--- src/rtl/irq_pkg.sv ---
package irq_pkg;
  localparam int NSRC    = 5;
  localparam int VEC_W   = 16;
  localparam int MWORD_W = 5;
  localparam int NMASK   = 3;

  localparam int S_NMI = 0;
  localparam int S_HI  = 1;
  localparam int S_MID = 2;
  localparam int S_LO  = 3;
  localparam int S_EXT = 4;

  localparam int MW_CLR = 4;
  localparam int MW_SET = 3;

  function automatic logic [VEC_W-1:0] src_vector(input int idx);
    case (idx)
      S_NMI:   return 16'h0024;
      S_HI:    return 16'h003C;
      S_MID:   return 16'h0034;
      S_LO:    return 16'h002C;
      default: return 16'h0000;
    endcase
  endfunction
endpackage

--- src/rtl/irq_rst_sync.sv ---
module irq_rst_sync #(
  parameter int STAGES = 2
) (
  input  logic clk,
  input  logic rst_n,
  output logic srst_n
);
  logic [STAGES-1:0] sync_q;

  always_ff @(posedge clk or negedge rst_n) begin
    if (!rst_n) sync_q <= '0;
    else        sync_q <= {sync_q[STAGES-2:0], 1'b1};
  end

  assign srst_n = sync_q[STAGES-1];
endmodule

--- src/rtl/irq_capture.sv ---
module irq_capture (
  input  logic clk,
  input  logic rst_n,
  input  logic nmi_i,
  input  logic edge_i,
  input  logic nmi_take,
  input  logic hi_clr,
  output logic nmi_live,
  output logic hi_pend
);
  logic nmi_q, edge_q, armed_q, hi_q;
  logic armed_d, hi_d;

  always_comb begin
    armed_d = nmi_i & ((armed_q & ~nmi_take) | ~nmi_q);
    hi_d    = hi_clr ? 1'b0 : (hi_q | (edge_i & ~edge_q));
  end

  always_ff @(posedge clk or negedge rst_n) begin
    if (!rst_n) begin
      nmi_q   <= 1'b0;
      edge_q  <= 1'b0;
      armed_q <= 1'b0;
      hi_q    <= 1'b0;
    end else begin
      nmi_q   <= nmi_i;
      edge_q  <= edge_i;
      armed_q <= armed_d;
      hi_q    <= hi_d;
    end
  end

  assign nmi_live = armed_q & nmi_i;
  assign hi_pend  = hi_q;

  AST_HI_STICKY: assert property (@(posedge clk) disable iff (!rst_n)
    hi_q && !hi_clr |=> hi_q);
  AST_NMI_ONCE: assert property (@(posedge clk) disable iff (!rst_n)
    nmi_take |=> !nmi_live);
endmodule

--- src/rtl/irq_prio_pick.sv ---
module irq_prio_pick #(
  parameter int N = 5
) (
  input  logic [N-1:0] req,
  output logic [N-1:0] gnt,
  output logic         any
);
  assign gnt[0] = req[0];
  for (genvar i = 1; i < N; i++) begin : g_pick
    assign gnt[i] = req[i] & ~(|req[i-1:0]);
  end
  assign any = |req;
endmodule

--- src/rtl/prio_irq_ctrl.sv ---
module prio_irq_ctrl
  import irq_pkg::*;
#(
  parameter int SWI_W     = 3,
  parameter int SWI_SHIFT = 3
) (
  input  logic                 clk,
  input  logic                 rst_n,
  input  logic                 sample_i,
  input  logic                 hold_i,
  input  logic                 nmi_i,
  input  logic                 edge_hi_i,
  input  logic                 lvl_mid_i,
  input  logic                 lvl_lo_i,
  input  logic                 ext_req_i,
  input  logic                 en_cmd_i,
  input  logic                 dis_cmd_i,
  input  logic                 mask_wr_i,
  input  logic [MWORD_W-1:0]   mask_wdata_i,
  input  logic [SWI_W-1:0]     swi_num_i,
  output logic                 take_o,
  output logic [NSRC-1:0]      src_o,
  output logic [VEC_W-1:0]     vec_o,
  output logic                 ext_ack_n_o,
  output logic                 ien_o,
  output logic [NMASK-1:0]     mask_o,
  output logic [NMASK-1:0]     pend_o,
  output logic [VEC_W-1:0]     swi_vec_o
);
  logic srst_n;
  logic nmi_live, hi_pend, nmi_take, hi_clr;
  logic [NSRC-1:0] req, gnt;
  logic any, accept;
  logic [VEC_W-1:0] vec_pick;

  logic                ien_q, ien_d;
  logic [NMASK-1:0]    mask_q, mask_d;
  logic                take_q, take_d;
  logic [NSRC-1:0]     src_q, src_d;
  logic [VEC_W-1:0]    vec_q, vec_d;
  logic                ack_q, ack_d;

  irq_rst_sync #(.STAGES(2)) u_rst (
    .clk    (clk),
    .rst_n  (rst_n),
    .srst_n (srst_n)
  );

  irq_capture u_cap (
    .clk      (clk),
    .rst_n    (srst_n),
    .nmi_i    (nmi_i),
    .edge_i   (edge_hi_i),
    .nmi_take (nmi_take),
    .hi_clr   (hi_clr),
    .nmi_live (nmi_live),
    .hi_pend  (hi_pend)
  );

  always_comb begin
    req        = '0;
    req[S_NMI] = nmi_live;
    req[S_HI]  = hi_pend   & ~mask_q[2] & ien_q;
    req[S_MID] = lvl_mid_i & ~mask_q[1] & ien_q;
    req[S_LO]  = lvl_lo_i  & ~mask_q[0] & ien_q;
    req[S_EXT] = ext_req_i & ien_q;
  end

  irq_prio_pick #(.N(NSRC)) u_pick (
    .req (req),
    .gnt (gnt),
    .any (any)
  );

  always_comb begin
    vec_pick = '0;
    for (int i = 0; i < NSRC; i++) begin
      if (gnt[i]) vec_pick = vec_pick | src_vector(i);
    end
  end

  assign accept   = sample_i & ~hold_i & any;
  assign nmi_take = accept & gnt[S_NMI];
  assign hi_clr   = (accept & gnt[S_HI]) | (mask_wr_i & mask_wdata_i[MW_CLR]);

  always_comb begin
    take_d = accept;
    ack_d  = accept & gnt[S_EXT];
    src_d  = accept ? gnt : src_q;
    vec_d  = accept ? vec_pick : vec_q;
    if (accept)         ien_d = 1'b0;
    else if (dis_cmd_i) ien_d = 1'b0;
    else if (en_cmd_i)  ien_d = 1'b1;
    else                ien_d = ien_q;
    mask_d = (mask_wr_i & mask_wdata_i[MW_SET]) ? mask_wdata_i[NMASK-1:0] : mask_q;
  end

  always_ff @(posedge clk or negedge srst_n) begin
    if (!srst_n) begin
      ien_q  <= 1'b0;
      mask_q <= '1;
      take_q <= 1'b0;
      ack_q  <= 1'b0;
      src_q  <= '0;
      vec_q  <= '0;
    end else begin
      ien_q  <= ien_d;
      mask_q <= mask_d;
      take_q <= take_d;
      ack_q  <= ack_d;
      src_q  <= src_d;
      vec_q  <= vec_d;
    end
  end

  assign take_o      = take_q;
  assign src_o       = src_q;
  assign vec_o       = vec_q;
  assign ext_ack_n_o = ~ack_q;
  assign ien_o       = ien_q;
  assign mask_o      = mask_q;
  assign pend_o      = {hi_pend, lvl_mid_i, lvl_lo_i};
  assign swi_vec_o   = VEC_W'(swi_num_i) << SWI_SHIFT;

  AST_ONE_WINNER: assert property (@(posedge clk) disable iff (!srst_n)
    take_o |-> $countones(src_o) == 1);
  AST_ACK_PAIR: assert property (@(posedge clk) disable iff (!srst_n)
    !ext_ack_n_o |-> take_o && src_o[S_EXT]);
  AST_IEN_DROP: assert property (@(posedge clk) disable iff (!srst_n)
    take_o |-> !ien_o);
  AST_HOLD_DEFER: assert property (@(posedge clk) disable iff (!srst_n)
    sample_i && hold_i |=> !take_o);
  AST_MID_MASKED: assert property (@(posedge clk) disable iff (!srst_n)
    sample_i && mask_o[1] |=> !(take_o && src_o[S_MID]));
  AST_PULSE: assert property (@(posedge clk) disable iff (!srst_n)
    take_o && !sample_i |=> !take_o);
endmodule

--- config.mk ---
export PLATFORM = sky130hd
export DESIGN_NAME = prio_irq_ctrl
export DESIGN_NICKNAME = d
export VERILOG_FILES = /design/src/rtl/irq_pkg.sv /design/src/rtl/irq_rst_sync.sv /design/src/rtl/irq_capture.sv /design/src/rtl/irq_prio_pick.sv /design/src/rtl/prio_irq_ctrl.sv
export SDC_FILE = /design/constraint.sdc
export NUM_CORES = 1
export LEC_CHECK = 0
export BUFFER_PORTS_ARGS = -buffer_cell sky130_fd_sc_hd__buf_2
export CORE_AREA = 2 2 57 59
export DETAILED_ROUTE_END_ITERATION = 10
export DIE_AREA = 0 0 59 61
export HOLD_SLACK_MARGIN = 0.08
export PLACE_DENSITY = 0.72
export SYNTH_ARGS = -nofsm -noshare
export SYNTH_HDL_FRONTEND = slang
export SYNTH_SLANG_ARGS = --single-unit
--- constraint.sdc ---
create_clock -name clk -period 0.8 [get_ports clk]
set_clock_uncertainty 0.2 [all_clocks]
set_input_delay 0 -clock clk [delete_from_list [all_inputs] [get_ports clk]]
set_output_delay 0 -clock clk [all_outputs]
set_load 0.03 [all_outputs]
**Word-level counts from Yosys, hierarchy flattened**

Cells that the tools add are included.

- Bits in registers: 33
- Latch bits: 0
- Bits in writable memories: 0
- Memory bits (read-only): 0
- Bits of input ports: 20
- Output and inout bits: 46
- Word-level logic and storage cells: 70
- Memories kept: 0

- Add/sub/neg operators: 0
- Multipliers: 0
- Div/mod/pow operators: 0
- Magnitude comparators: 0
- Eq/ne operators: 0
- Shift operators: 0
- Mux-type cells: 13
- Bitwise gates (word level): 41
- Reductions and logical operators: 5

Operator list:

| cell | count |
|---|---|
| 2-to-1 mux 16 bit | 8 |
| OR 16 bit | 4 |
| AND 1 bit | 22 |
| NOT 1 bit | 12 |
| 2-to-1 mux 6 bit | 1 |
| OR reduction 5 bit | 1 |
| 2-to-1 mux 1 bit | 4 |
| OR reduction 4 bit | 1 |
| OR 1 bit | 3 |
| nonzero test 3 bit | 1 |
| OR reduction 3 bit | 1 |
| OR reduction 2 bit | 1 |

**Logic depth before layout (Yosys ltp)**

- Depth in word-level cells: 13
- Gate-level depth with buffers: 5

**Hierarchy**

A second synthesis with hierarchy kept.

- Cell total of the unflattened synthesis: 98
- Area total of the unflattened synthesis: 1098.6 µm²

By module, submodules not included:

| module | times used | cells an instance | area an instance (µm²) | seq. area each (µm²) |
|---|---|---|---|---|
| prio_irq_ctrl | 1 | 78 | 850.8 | 354.1 |
| irq_capture | 1 | 10 | 138.9 | 100.1 |
| irq_prio_pick | 1 | 7 | 55.1 | 0.0 |
| irq_rst_sync | 1 | 3 | 53.8 | 50.0 |

**Worst setup path after synthesis**

Ideal clock, no wire load.

- Path type: reg-to-reg
- Start: register ien_q, in the netlist ien_o
- End: register vec_q[2], in the netlist vec_o[2]
- Setup time: 121 ps
- Arrival: 1319 ps
- Setup slack: -840 ps
- Cell stages (with the launch flop): 5
- Buffers on the path: 0
- Clock period less this slack: 1640 ps
- Cell sequence: dfrtp_1 -> nand2_1 -> or3_4 -> a21boi_1 -> a2bb2oi_1

- Cells in the longest elaborated chain, start to end: 9
- Elaborated cells on any way between the ends: 23

RTL lines:

| item | line | text |
|---|---|---|
| from (decl) | prio_irq_ctrl.sv:36 | `logic ien_q, ien_d;` |
| from (signal assigned) | prio_irq_ctrl.sv:107 | `ien_q <= ien_d;` |
| AND 1 bit | prio_irq_ctrl.sv:63 | `req[S_HI] = hi_pend & ~mask_q[2] & ien_q;` |
| AND 1 bit / OR reduction 2 bit (equally long branches) | irq_prio_pick.sv:10 | `assign gnt[i] = req[i] & ~(\|req[i-1:0]);` |
| 2-to-1 mux 16 bit / NOT 1 bit (equally long branches) | prio_irq_ctrl.sv:78, irq_prio_pick.sv:10 |  |
| OR 16 bit / AND 1 bit (equally long branches) | prio_irq_ctrl.sv:78, irq_prio_pick.sv:10 |  |
| 2-to-1 mux 16 bit | prio_irq_ctrl.sv:78 | `if (gnt[i]) vec_pick = vec_pick \| src_vector(i);` |
| OR 16 bit | prio_irq_ctrl.sv:78 |  |
| 2-to-1 mux 16 bit | prio_irq_ctrl.sv:78 |  |
| OR 16 bit | prio_irq_ctrl.sv:78 |  |
| 2-to-1 mux 16 bit | prio_irq_ctrl.sv:78 |  |
| to (signal assigned) | prio_irq_ctrl.sv:112 | `vec_q <= vec_d;` |
| to (decl) | prio_irq_ctrl.sv:40 | `logic [VEC_W-1:0] vec_q, vec_d;` |

Parallel ways exist; a longest one is shown, timed or not.
A chain may end at the register's enable or synchronous reset.

**Final worst setup path**

- Start: register mask_q[0], in the netlist mask_o[0]
- End: register vec_q[2], in the netlist vec_o[2]

- Cells in the longest elaborated chain, start to end: 7
- Elaborated cells on any way between the ends: 12

RTL lines:

| item | line | text |
|---|---|---|
| from (decl) | prio_irq_ctrl.sv:37 | `logic [NMASK-1:0] mask_q, mask_d;` |
| from (signal assigned) | prio_irq_ctrl.sv:108 | `mask_q <= mask_d;` |
| NOT 1 bit (*) | prio_irq_ctrl.sv:65 | `req[S_LO] = lvl_lo_i & ~mask_q[0] & ien_q;` |
| AND 1 bit (*) (2 in a row) | prio_irq_ctrl.sv:65 |  |
| AND 1 bit / OR reduction 4 bit (equally long branches) | irq_prio_pick.sv:10 |  |
| 2-to-1 mux 16 bit / NOT 1 bit (equally long branches) | prio_irq_ctrl.sv:78, irq_prio_pick.sv:10 |  |
| OR 16 bit / AND 1 bit (equally long branches) | prio_irq_ctrl.sv:78, irq_prio_pick.sv:10 |  |
| 2-to-1 mux 16 bit | prio_irq_ctrl.sv:78 |  |

Every way passes the cells marked *; elsewhere a longest branch is shown, timed or not.

==> metrics <==
outcome finished, violations left; failing checks negative hold slack, negative setup slack; ratio of cells with drive above 1 in the final layout 0.530; DR iter-0 viols 9; Setup CP Type flop to flop; Net Sw Power 0.00123 W; drt wl/cell around 13 um; half-perimeter wire length after placement around 1700 um; clock root cell clkbuf_4; Clock Latency Late Sink 0.31 ns; Hold/Removal Path Class input port to flop; Ant. Diodes 0; register area share after synthesis 0.466; die area 3600 sq um; drt pass-1 iters 4; fin area 1670 sq um; ys flop type dfrtp_1; setup TNS -15.07 ns; Pint ~0.002 W; vias in the first global route 910; DRT antenna net count 0; period utilization 1.95; Sw Share 0.376; post-place instance area 1280 sq um; crit path DAT 1.57 ns; Reg power frac 0.386; CP peak stage delay 0.56 ns; clock power share 0.157; Starting Density 0.367; PD cells slightly below 2000 nW/um^2; Async SR Flop Fraction 1.00; CTS tree done; Top Ports 66; Worst R2R Setup Slack -0.76 ns; Vias 905; Overall Global Routing Usage 0.145; endpoints failing setup 32; count of cell types in the netlist 31; largest net degree at the start of global routing 12; initial antenna violation count 0; port bufs 34; Worst EP required 0.81 ns; row count 20; Max IR drop VDD 0.00146 V; Post-synth EDFFs 0; crit path launch type flop; Final Non-Filler Cells 201; combinational power share 0.456; final setup margin -0.761 ns; grt total ovfl 0; warnings from Yosys 0; multi-input logic area about 480 sq um; Die H 61 um; dpl ws -0.804 ns; Crit. End Element flop; DR vias/cell ~4.5; Synth Instances 105; DRC 0; critical path's top delay family flip-flops; Syn Area/Cell 10.3 sq um; H-Tree Depth 1; commonest non-fill, non-tap cells in the layout 26 x conb_1, 26 x buf_6, 18 x buf_2; Max Slew Vio Count 0; nets about 190; register area 505 sq um; GPL Wtd Cong 0.808; maxcap violations 0; # clock sinks 20; DIE WIDTH just under 60 um; CP Max Fanout 3; RSZ-0062 raised after global routing true; slowest CP cell dfstp_2; Yosys reg bits 20; critical path cell sequence nor2b_2, or3_4, a21boi_1, a2bb2oi_1; area growth from synthesis to layout 54.2%; first-pass GRT wire length 3870 um; post-layout min period approximately 1.6 ns; Hold Slack -0.333 ns; placed insts 181; Core Area 2950 sq um; fmax between 0.6 and 0.7 GHz; Num CTS Buffers 3; Worst Path Buf+Inv 0; Post-Route WL 2570 um; Filler Cells Inserted 243; Max clock buf depth 2; Worst-path clk slew 0.11 ns; endpoints failing hold 24; Post-Syn Area 1080 sq um; leakage power 0.866 nW
## synthesized netlist by cell type (2+ instances only)
master,n,area [sq um]
conb_1,2,7.51
buf_4,32,240
dfrtp_1,17,425
mux2_2,3,33.8
dfstp_2,3,78.8
inv_1,8,30.0
nor2b_1,2,12.5
o22ai_1,3,18.8
nor2_1,2,7.51
nand2_1,10,37.5
a21oi_1,2,10.0
a21boi_1,2,15.0
## final timing paths
kind	startpoint	endpoint	cells after the start
setup / recovery	mask_o[0]	vec_o[2]	4
setup reg to reg	mask_o[0]	vec_o[2]	4
max in group asynchronous	u_rst.sync_q[1]	mask_o[2]	1
hold reg to reg	u_rst.sync_q[1]	u_cap.armed_q	1
min in group asynchronous	rst_n	u_rst.sync_q[0]	2
hold / removal	mask_wdata_i[4]	u_cap.hi_pend	2
## per-layer routing
layer  track usage  up-vias  routed length, um
li1              -      412                  -
met1         0.143      435                945
met2         0.294       56               1430
met3        0.0235        2                164
met4        0.0649        0                 24
met5             0        -                  0
## kinds of logic after synthesis
group / Yosys count / synth area share
AO/OA/AOI/OAI: 16 / 0.112
buffers and inverters: 41 / 0.260
flip-flops: 20 / 0.466
multiplexers: 3 / 0.0312
other: 2 / 0.00694
AND/OR/NAND/NOR: 23 / 0.124
## state kept, by name, indices dropped and copies added, names as in the netlist
register / count
src_o: 5
mask_o: 3
vec_o: 3
u_rst.sync_q: 2
ack_q: 1
ien_o: 1
take_o: 1
u_cap.armed_q: 1
u_cap.edge_q: 1
u_cap.hi_pend: 1
u_cap.nmi_q: 1
## power by group through the flow
stage,sequential (W),combinational (W),clock [W]
CTS,0.00126,0.00139,0.000507
detailed placement,0.00126,0.00105,0
global route,0.00128,0.00158,0.000568
finish,0.00127,0.00149,0.000516
floorplan,0.00150,0.000584,0
global placement,0.00125,0.00103,0
## metrics by stage
step	util	total power [W]
finish	0.565	0.00328
global route	0.565	0.00343
CTS	0.534	0.00315
detailed placement	0.435	0.00231
global placement	0.435	0.00228
floorplan	-	0.00209
## final cells by class
| type | count | share of cell area |
|---|---|---|
| Clock buffer | 4 | 0.0157 |
| Inverter | 8 | 0.0180 |
| Multi-Input combinational cell | 68 | 0.285 |
| Sequential cell | 20 | 0.303 |
| Tap cell | 33 | 0.0247 |
| Timing Repair Buffer | 68 | 0.354 |
## what timing repair did
action	CTS	global route
endpoints found under the hold margin	38	32
pin swaps	8	11
hold buffers	8	1
endpoints found under the setup margin	32	35
setup buffers	7	6
resized for setup	46	18
Note: power is estimated with default switching activity, not from simulation.
